==> src/rtl/uart_pkg.sv <==
package uart_pkg;
  localparam int unsigned DATA_W = 8;

  localparam logic [1:0] ADDR_CTRL = 2'd0;
  localparam logic [1:0] ADDR_DIV  = 2'd1;
  localparam logic [1:0] ADDR_DATA = 2'd2;
  localparam logic [1:0] ADDR_STAT = 2'd3;

  // CTRL bit positions
  localparam int unsigned C_TX_EN   = 0;
  localparam int unsigned C_RX_EN   = 1;
  localparam int unsigned C_SEL_LO  = 2;
  localparam int unsigned C_TX_FLSH = 4;
  localparam int unsigned C_RX_FLSH = 5;

  // STAT bit positions (W1C for overrun and framing error)
  localparam int unsigned S_OVR  = 5;
  localparam int unsigned S_FERR = 6;

  typedef enum logic [1:0] {
    RX_IDLE,
    RX_START,
    RX_DATA,
    RX_STOP
  } rx_state_e;
endpackage

==> src/rtl/uart_baud.sv <==
module uart_baud #(
  parameter int unsigned DIV_W = 8
) (
  input  logic             clk_i,
  input  logic             rst_ni,
  input  logic [DIV_W-1:0] div_i,
  input  logic             sel_ext_i,
  input  logic             ext_clk_i,
  output logic             tick_o,
  output logic             clk_out_o
);
  logic [DIV_W-1:0] cnt_q;
  logic             int_tick;
  logic [2:0]       ext_sync_q;
  logic             ext_tick;

  // >= so that lowering the divisor never strands the counter above it
  assign int_tick = (cnt_q >= div_i);

  always_ff @(posedge clk_i or negedge rst_ni) begin
    if (!rst_ni) begin
      cnt_q <= '0;
    end else if (int_tick) begin
      cnt_q <= '0;
    end else begin
      cnt_q <= cnt_q + 1'b1;
    end
  end

  always_ff @(posedge clk_i or negedge rst_ni) begin
    if (!rst_ni) begin
      ext_sync_q <= '0;
    end else begin
      ext_sync_q <= {ext_sync_q[1:0], ext_clk_i};
    end
  end

  assign ext_tick  = ext_sync_q[1] & ~ext_sync_q[2];
  assign tick_o    = sel_ext_i ? ext_tick : int_tick;
  assign clk_out_o = (cnt_q > (div_i >> 1));
endmodule

==> src/rtl/uart_fifo.sv <==
module uart_fifo #(
  parameter int unsigned WIDTH = 8,
  parameter int unsigned DEPTH = 16
) (
  input  logic             clk_i,
  input  logic             rst_ni,
  input  logic             flush_i,
  input  logic             push_i,
  input  logic [WIDTH-1:0] data_i,
  input  logic             pop_i,
  output logic [WIDTH-1:0] data_o,
  output logic             empty_o,
  output logic             full_o
);
  localparam int unsigned AW = (DEPTH > 1) ? $clog2(DEPTH) : 1;

  logic [WIDTH-1:0] mem_q [DEPTH];
  logic [AW:0]      wptr_q, rptr_q;
  logic             do_push, do_pop;

  assign empty_o = (wptr_q == rptr_q);
  assign full_o  = (wptr_q[AW] != rptr_q[AW]) && (wptr_q[AW-1:0] == rptr_q[AW-1:0]);
  assign do_push = push_i && !full_o;
  assign do_pop  = pop_i && !empty_o;
  assign data_o  = mem_q[rptr_q[AW-1:0]];

  always_ff @(posedge clk_i) begin
    if (do_push && !flush_i) mem_q[wptr_q[AW-1:0]] <= data_i;
  end

  always_ff @(posedge clk_i or negedge rst_ni) begin
    if (!rst_ni) begin
      wptr_q <= '0;
      rptr_q <= '0;
    end else if (flush_i) begin
      wptr_q <= '0;
      rptr_q <= '0;
    end else begin
      if (do_push) wptr_q <= wptr_q + 1'b1;
      if (do_pop)  rptr_q <= rptr_q + 1'b1;
    end
  end

  AST_FULL_HOLDS: assert property (@(posedge clk_i) disable iff (!rst_ni)
    (full_o && push_i && !pop_i && !flush_i) |=> full_o);
  AST_FLUSH_EMPTIES: assert property (@(posedge clk_i) disable iff (!rst_ni)
    flush_i |=> empty_o);
endmodule

==> src/rtl/uart_tx.sv <==
module uart_tx #(
  parameter int unsigned OSR    = 16,
  parameter int unsigned DATA_W = 8
) (
  input  logic              clk_i,
  input  logic              rst_ni,
  input  logic              en_i,
  input  logic              tick_i,
  input  logic              fifo_empty_i,
  input  logic [DATA_W-1:0] fifo_data_i,
  output logic              pop_o,
  output logic              txd_o,
  output logic              done_o
);
  localparam int unsigned SW    = $clog2(OSR);
  localparam int unsigned FRAME = DATA_W + 2;
  localparam int unsigned NW    = $clog2(FRAME + 1);

  logic [FRAME-1:0] shreg_q;
  logic [SW-1:0]    sub_q;
  logic [NW-1:0]    nbits_q;
  logic             busy_q;

  assign pop_o = en_i && tick_i && !busy_q && !fifo_empty_i;
  assign txd_o = shreg_q[0];

  always_ff @(posedge clk_i or negedge rst_ni) begin
    if (!rst_ni) begin
      shreg_q <= '1;
      sub_q   <= '0;
      nbits_q <= '0;
      busy_q  <= 1'b0;
      done_o  <= 1'b0;
    end else if (!en_i) begin
      shreg_q <= '1;
      sub_q   <= '0;
      nbits_q <= '0;
      busy_q  <= 1'b0;
      done_o  <= 1'b0;
    end else begin
      done_o <= 1'b0;
      if (tick_i) begin
        if (!busy_q && !fifo_empty_i) begin
          shreg_q <= {1'b1, fifo_data_i, 1'b0};
          sub_q   <= '0;
          nbits_q <= NW'(FRAME);
          busy_q  <= 1'b1;
        end else if (busy_q) begin
          if (sub_q == SW'(OSR - 1)) begin
            sub_q   <= '0;
            shreg_q <= {1'b1, shreg_q[FRAME-1:1]};
            nbits_q <= nbits_q - 1'b1;
            if (nbits_q == NW'(1)) begin
              busy_q <= 1'b0;
              done_o <= 1'b1;
            end
          end else begin
            sub_q <= sub_q + 1'b1;
          end
        end
      end
    end
  end

  AST_TX_DIS_IDLE: assert property (@(posedge clk_i) disable iff (!rst_ni)
    !en_i |=> (txd_o && !done_o));
endmodule

==> src/rtl/uart_rx.sv <==
module uart_rx
  import uart_pkg::*;
#(
  parameter int unsigned OSR    = 16,
  parameter int unsigned DATA_W = 8
) (
  input  logic              clk_i,
  input  logic              rst_ni,
  input  logic              en_i,
  input  logic              tick_i,
  input  logic              rxd_i,
  output logic              push_o,
  output logic [DATA_W-1:0] data_o,
  output logic              ferr_o
);
  localparam int unsigned SW   = $clog2(OSR);
  localparam int unsigned HALF = OSR / 2;
  localparam int unsigned BW   = $clog2(DATA_W);

  rx_state_e     state_q;
  logic [SW-1:0] sub_q;
  logic [BW-1:0] nbit_q;
  logic          prev_q;

  always_ff @(posedge clk_i or negedge rst_ni) begin
    if (!rst_ni) begin
      state_q <= RX_IDLE;
      sub_q   <= '0;
      nbit_q  <= '0;
      prev_q  <= 1'b1;
      data_o  <= '0;
      push_o  <= 1'b0;
      ferr_o  <= 1'b0;
    end else if (!en_i) begin
      state_q <= RX_IDLE;
      sub_q   <= '0;
      prev_q  <= 1'b1;
      push_o  <= 1'b0;
      ferr_o  <= 1'b0;
    end else begin
      push_o <= 1'b0;
      ferr_o <= 1'b0;
      if (tick_i) begin
        prev_q <= rxd_i;
        unique case (state_q)
          RX_IDLE: begin
            if (prev_q && !rxd_i) begin
              state_q <= RX_START;
              sub_q   <= '0;
            end
          end
          RX_START: begin
            if (sub_q == SW'(HALF - 1)) begin
              sub_q  <= '0;
              nbit_q <= '0;
              state_q <= rxd_i ? RX_IDLE : RX_DATA;
            end else begin
              sub_q <= sub_q + 1'b1;
            end
          end
          RX_DATA: begin
            if (sub_q == SW'(OSR - 1)) begin
              sub_q  <= '0;
              data_o <= {rxd_i, data_o[DATA_W-1:1]};
              nbit_q <= nbit_q + 1'b1;
              if (nbit_q == BW'(DATA_W - 1)) state_q <= RX_STOP;
            end else begin
              sub_q <= sub_q + 1'b1;
            end
          end
          RX_STOP: begin
            if (sub_q == SW'(OSR - 1)) begin
              sub_q   <= '0;
              state_q <= RX_IDLE;
              push_o  <= 1'b1;
              ferr_o  <= !rxd_i;
            end else begin
              sub_q <= sub_q + 1'b1;
            end
          end
          default: state_q <= RX_IDLE;
        endcase
      end
    end
  end

  AST_RX_DIS_IDLE: assert property (@(posedge clk_i) disable iff (!rst_ni)
    !en_i |=> (state_q == RX_IDLE && !push_o));
endmodule

==> src/rtl/uart_fifo_core.sv <==
module uart_fifo_core
  import uart_pkg::*;
#(
  parameter int unsigned DIV_W      = 8,
  parameter int unsigned FIFO_DEPTH = 16,
  parameter int unsigned OSR        = 16
) (
  input  logic        clk_i,
  input  logic        rst_ni,
  input  logic [1:0]  reg_addr_i,
  input  logic        reg_we_i,
  input  logic        reg_re_i,
  input  logic [7:0]  reg_wdata_i,
  output logic [7:0]  reg_rdata_o,
  input  logic        rxd_i,
  output logic        txd_o,
  output logic        txd_oe_o,
  input  logic        xclk_i,
  output logic        xclk_o,
  output logic        xclk_oe_o
);
  logic             tx_en_q, rx_en_q;
  logic [1:0]       clk_sel_q;
  logic [DIV_W-1:0] div_q;
  logic             tx_end_q, ovr_q, ferr_q;
  logic [1:0]       rxd_sync_q;

  logic wr_ctrl, wr_div, wr_data, wr_stat, rd_data;
  logic tx_flush, rx_flush;
  logic tick, clk_out;

  logic              tx_empty, tx_full, tx_pop, tx_line, tx_done;
  logic [DATA_W-1:0] tx_head;
  logic              rx_empty, rx_full, rx_push, rx_ferr;
  logic [DATA_W-1:0] rx_byte, rx_head;

  assign wr_ctrl  = reg_we_i && (reg_addr_i == ADDR_CTRL);
  assign wr_div   = reg_we_i && (reg_addr_i == ADDR_DIV);
  assign wr_data  = reg_we_i && (reg_addr_i == ADDR_DATA);
  assign wr_stat  = reg_we_i && (reg_addr_i == ADDR_STAT);
  assign rd_data  = reg_re_i && (reg_addr_i == ADDR_DATA);
  assign tx_flush = wr_ctrl && reg_wdata_i[C_TX_FLSH];
  assign rx_flush = wr_ctrl && reg_wdata_i[C_RX_FLSH];

  always_ff @(posedge clk_i or negedge rst_ni) begin
    if (!rst_ni) begin
      tx_en_q   <= 1'b0;
      rx_en_q   <= 1'b0;
      clk_sel_q <= 2'b00;
      div_q     <= '0;
    end else begin
      if (wr_ctrl) begin
        tx_en_q   <= reg_wdata_i[C_TX_EN];
        rx_en_q   <= reg_wdata_i[C_RX_EN];
        clk_sel_q <= reg_wdata_i[C_SEL_LO +: 2];
      end
      if (wr_div) div_q <= reg_wdata_i[DIV_W-1:0];
    end
  end

  always_ff @(posedge clk_i or negedge rst_ni) begin
    if (!rst_ni) rxd_sync_q <= 2'b11;
    else         rxd_sync_q <= {rxd_sync_q[0], rxd_i};
  end

  // Status flags: set wins over W1C clear
  always_ff @(posedge clk_i or negedge rst_ni) begin
    if (!rst_ni) begin
      tx_end_q <= 1'b1;
      ovr_q    <= 1'b0;
      ferr_q   <= 1'b0;
    end else begin
      if (wr_data)                    tx_end_q <= 1'b0;
      else if (tx_done && tx_empty)   tx_end_q <= 1'b1;
      if (rx_push && rx_full)         ovr_q <= 1'b1;
      else if (wr_stat && reg_wdata_i[S_OVR])  ovr_q <= 1'b0;
      if (rx_ferr)                    ferr_q <= 1'b1;
      else if (wr_stat && reg_wdata_i[S_FERR]) ferr_q <= 1'b0;
    end
  end

  uart_baud #(.DIV_W(DIV_W)) i_baud (
    .clk_i     (clk_i),
    .rst_ni    (rst_ni),
    .div_i     (div_q),
    .sel_ext_i (clk_sel_q[1]),
    .ext_clk_i (xclk_i),
    .tick_o    (tick),
    .clk_out_o (clk_out)
  );

  uart_fifo #(.WIDTH(DATA_W), .DEPTH(FIFO_DEPTH)) i_tx_fifo (
    .clk_i   (clk_i),
    .rst_ni  (rst_ni),
    .flush_i (tx_flush),
    .push_i  (wr_data),
    .data_i  (reg_wdata_i),
    .pop_i   (tx_pop),
    .data_o  (tx_head),
    .empty_o (tx_empty),
    .full_o  (tx_full)
  );

  uart_tx #(.OSR(OSR), .DATA_W(DATA_W)) i_tx (
    .clk_i        (clk_i),
    .rst_ni       (rst_ni),
    .en_i         (tx_en_q),
    .tick_i       (tick),
    .fifo_empty_i (tx_empty),
    .fifo_data_i  (tx_head),
    .pop_o        (tx_pop),
    .txd_o        (tx_line),
    .done_o       (tx_done)
  );

  uart_rx #(.OSR(OSR), .DATA_W(DATA_W)) i_rx (
    .clk_i  (clk_i),
    .rst_ni (rst_ni),
    .en_i   (rx_en_q),
    .tick_i (tick),
    .rxd_i  (rxd_sync_q[1]),
    .push_o (rx_push),
    .data_o (rx_byte),
    .ferr_o (rx_ferr)
  );

  uart_fifo #(.WIDTH(DATA_W), .DEPTH(FIFO_DEPTH)) i_rx_fifo (
    .clk_i   (clk_i),
    .rst_ni  (rst_ni),
    .flush_i (rx_flush),
    .push_i  (rx_push),
    .data_i  (rx_byte),
    .pop_i   (rd_data),
    .data_o  (rx_head),
    .empty_o (rx_empty),
    .full_o  (rx_full)
  );

  assign txd_o     = tx_en_q ? tx_line : 1'b1;
  assign txd_oe_o  = tx_en_q;
  assign xclk_oe_o = (clk_sel_q == 2'b01);
  assign xclk_o    = clk_out;

  always_comb begin
    unique case (reg_addr_i)
      ADDR_CTRL: reg_rdata_o = {4'b0, clk_sel_q, rx_en_q, tx_en_q};
      ADDR_DIV:  reg_rdata_o = 8'(div_q);
      ADDR_DATA: reg_rdata_o = rx_empty ? 8'h00 : rx_head;
      default:   reg_rdata_o = {1'b0, ferr_q, ovr_q, rx_full, rx_empty,
                                tx_empty, tx_full, tx_end_q};
    endcase
  end

  AST_TXEND_CLR: assert property (@(posedge clk_i) disable iff (!rst_ni)
    wr_data |=> !tx_end_q);
  AST_OVR_SET: assert property (@(posedge clk_i) disable iff (!rst_ni)
    (rx_push && rx_full) |=> ovr_q);
  AST_FLOAT_OFF: assert property (@(posedge clk_i) disable iff (!rst_ni)
    (wr_ctrl && !reg_wdata_i[C_TX_EN]) |=> !txd_oe_o);
endmodule

==> config.mk <==
export PLATFORM = sky130hd
export DESIGN_NAME = uart_fifo_core
export DESIGN_NICKNAME = d
export VERILOG_FILES = /design/src/rtl/uart_pkg.sv /design/src/rtl/uart_baud.sv /design/src/rtl/uart_fifo.sv /design/src/rtl/uart_tx.sv /design/src/rtl/uart_rx.sv /design/src/rtl/uart_fifo_core.sv
export SDC_FILE = /design/constraint.sdc
export NUM_CORES = 1
export LEC_CHECK = 0
export ABC_AREA = 1
export BUFFER_PORTS_ARGS = -buffer_cell sky130_fd_sc_hd__buf_2
export CAP_MARGIN = 20
export CORE_UTILIZATION = 50
export CTS_CLUSTER_SIZE = 20
export DETAILED_ROUTE_END_ITERATION = 8
export GPL_TIMING_DRIVEN = 0
export PLACE_DENSITY_LB_ADDON = 0.08
export SLEW_MARGIN = 25
export SYNTH_ARGS = -nofsm -noshare
export SYNTH_HDL_FRONTEND = slang
export SYNTH_SLANG_ARGS = --single-unit
==> constraint.sdc <==
create_clock -name clk_i -period 2.1 [get_ports clk_i]
set_clock_uncertainty 0.05 [all_clocks]
set_input_delay 0.105 -clock clk_i [delete_from_list [all_inputs] [get_ports clk_i]]
set_output_delay 0.105 -clock clk_i [all_outputs]
set_load 0.03 [all_outputs]
==> metrics.txt <==
Layout Nets 1766; global-route wire length before repair 61.10 mm; switch share about a third; register area share after synthesis between 60% and 70%; DR vias 11.43k; Reg power frac a little over two fifths; Placed Cells ~2k; WL met1 17.11 mm; vias in the first global route between 10k and 15k; crit path time final 2.512 ns; vias per cell between 5 and 6; max cap viols 0; metal3 WL 1.791 mm; post-DP HPWL 25.27 mm; Synth top area share 49.23%; post-route cell area 0.01900 mm^2; Fin Hold WS 0.02241 ns; Lkg Pwr 8.181 nW; Worst Path Required 1.95 ns; DR pass1 iterations 7; Area Overhead vs Synth 21.69%; met2 wire length between 15 and 20 mm; Hold Crit Class primary input to asynchronous set/reset pin; Worst Path Max Fanout 10; Synth Area per Inst around 9.9 um^2; row cnt 64; Cell Chain, Critical Path buf_2 > o21ai_0 > o211ai_1 > nand3_2 > nand2_2 > nand2_1 > nand4_1 > buf_6; # fillers about 2.5k; RSZ-0062 raised after global routing yes; Post-DP Area between 0.015 and 0.02 mm^2; chip width between 150 and 200 um; Max Used Layer met4; Clock Latency Late Sink 0.53 ns; port bufs 27; synthesized instance count 1585; FMAX 398.1 MHz; Total GRT Usage 25.44%; area leader, netlist edfxtp_1; grt ovf 0; synth top area cells edfxtp_1, dfrtp_1, nand2_1; total CTS buffers 38; syn nets 1638; # H-tree levels 2; CP Class flip-flop to primary output; initial antenna violation count 0; sw power 6.098 mW; Logic pwr share roughly a quarter; actual slew at the worst max-slew pin 0.8959 ns; Longest Clk Path Bufs 3; failing checks negative setup slack; initial DRC count 748; FF+latch area 0.009893 mm^2; CTS tree done; DRT antenna net count 0; crit end category primary output; Final Hold Fails 0; WL final 39.47 mm; ant diodes 0; relative slew slack 39.64%; Multi-input gate area 0.005398 mm^2; dpl ws -0.6625 ns; largest net degree at the start of global routing 50; Netlist cell types 39; VDD IR max 1.029 mV; Pint 12.90 mW; critical path arrival approximately 2.4 ns; kind of cell adding the most delay to the critical path simple AND/OR/NAND/NOR gates; full die area approximately 0.032 mm^2; Final WS setup -0.4116 ns; PwrDens ~1000 mW/mm^2; synth warn 0; drc violations 0; Post-Synthesis Cell Area 0.01561 mm^2; Clock power frac 32.2%; final setup violation count 10; initial core utilization 50.91%; wire length per cell 18.51 um; share of post-route cells with drive strength above 1 18.09%; CP Launch Type flip-flop; Clock Sinks 343; total core area 0.03067 mm^2; buffer and inverter count on the worst path 2; status finished with violations; crit share post-route 119.6%; # IOs 28; Post-Layout Cell Count 2132; Slowest cell on crit path dfrtp_2; max-slew violation count 0; CP max stage delay ~0.5 ns; Die Ht 178.7 um; Root Buffer Master clkbuf_16; synthesis-stage register bit count 343; Worst-path clk slew 0.06 ns; final RePlAce weighted congestion between 0.8 and 0.9
per-stage QoR:
stage | power (mW) | utilization, % | setup TNS, ns
after global routing | 19.97 | 61.95 | -6.302
after detailed placement | 12.43 | 53.15 | -143.92
after CTS | 18.71 | 60.70 | -2.856
final | 18.99 | 61.95 | -2.884
after global placement | 12.35 | 52.97 | -150.41
after floorplan | 11.05 | - | -2.372
logic make-up (layout without fill, tap and decap cells):
group,Yosys count,after routing,synth area share (%)
compound gates,167,167,5.962
simple gates,784,784,20.68
flops,343,343,63.28
xor+xnor,20,20,1.122
buf+inv,234,385,5.986
fa+ha+maj,37,37,2.965
cells in the mapped netlist (all sizes together):
cell,count
buf,31
xor2,13
o22ai,9
o31ai,1
nand3b,2
and3,1
xnor2,7
a31o,1
clkbuf,20
nor4,1
ha,37
nand2,412
clkinv,5
dfrtp,74
o21a,2
or2,1
o211ai,18
nor3,13
nand4,15
dfstp,13
o21ai,117
a211oi,1
inv,178
a21o,3
a21oi,14
nor3b,2
a221oi,1
nand3,132
nor2,205
edfxtp,256
final timing paths:
kind	start	to	slack (ns)	cells after the start
max in group asynchronous	rst_ni	i_tx.shreg_q[0]	1.34	3
min in group clk_i	reg_wdata_i[6]	i_tx_fifo.mem_q[11][6]	0.03	1
hold reg to reg	i_baud.ext_sync_q[0]	i_baud.ext_sync_q[1]	0.30	0
hold / removal	rst_ni	ferr_q	0.02	2
setup reg to reg	div_q[5]	i_rx.sub_q[1]	-0.02	12
setup / recovery	i_rx_fifo.rptr_q[0]	reg_rdata_o[2]	-0.41	8
area by class of cell:
type                            count  area share [%]
Inverter                          183           3.760
Multi-Input combinational cell   1008           28.41
Timing Repair Buffer               89           5.077
Buffer                             50           2.219
Tap cell                          396           2.608
Clock buffer                       57           5.703
Sequential cell                   343           52.07
Clock inverter                      6          0.1580
placed cells by master, fill, tap and decap left out, types with 8 or more instances in the layout:
master | Yosys | routed
nand3_2 | 2 | 12
nand2_4 | 1 | 11
dfstp_2 | 13 | 13
buf_6 | 1 | 23
o211ai_1 | 17 | 17
o21ai_1 | 0 | 20
buf_12 | 0 | 20
dfrtp_1 | 74 | 64
dlygate4sd3_1 | 0 | 8
clkbuf_16 | 0 | 40
nor3_1 | 13 | 10
nand4_1 | 15 | 15
nand3_1 | 130 | 118
inv_1 | 173 | 164
buf_4 | 5 | 33
xor2_1 | 13 | 12
ha_1 | 37 | 32
o22ai_1 | 9 | 9
nor2_2 | 6 | 11
buf_2 | 24 | 31
edfxtp_1 | 256 | 256
inv_2 | 5 | 10
clkbuf_1 | 20 | 17
dfrtp_2 | 0 | 10
nor2_4 | 0 | 34
nor2_1 | 199 | 160
o21ai_0 | 117 | 96
nand2_1 | 406 | 384
a21oi_1 | 14 | 12
nand2_2 | 5 | 14
worst reg2reg max path: cells and delay by family, from the launching register on:
kind / cells / cell delay [ns]
compound gates: 2 / 0.24
fa+ha+maj: 1 / 0.31
flops: 1 / 0.39
buf+inv: 2 / 0.23
simple gates: 7 / 0.82
state kept, by name (all words and copies together), names as in the netlist, 8 cells and up:
register / count
div_q: 8
i_baud.cnt_q: 8
i_rx.data_o: 8
i_rx_fifo.mem_q: 128
i_tx.shreg_q: 9
i_tx_fifo.mem_q: 128
timing repair:
| item | CTS | global route |
|---|---|---|
| setup buffers | 40 | 10 |
| pin swaps | 45 | 36 |
| endpoints found under the hold margin | 119 | 0 |
| hold buffers | 8 | 0 |
| setup endpoints to repair | 303 | 277 |
| resized for setup | 181 | 100 |
| cloned | 1 | 1 |
routing by layer:
| metal | vias up | GRT usage, % |
|---|---|---|
| li1 | 5517 | - |
| met1 | 5578 | 33.93 |
| met2 | 277 | 43.30 |
| met3 | 61 | 3.265 |
| met4 | 0 | 7.839 |
| met5 | - | 0 |
power groups by stage:
stage / clock (mW) / combinational [mW] / sequential, mW
2_1_floorplan: 0 / 3.00 / 8.06
3_3_place_gp: 0 / 4.20 / 8.14
3_5_place_dp: 0 / 4.27 / 8.15
4_1_cts: 6.19 / 4.51 / 8.02
5_1_grt: 6.46 / 5.41 / 8.10
6_report: 6.11 / 4.83 / 8.05
No activity file was read; power rests on OpenSTA's default activity.
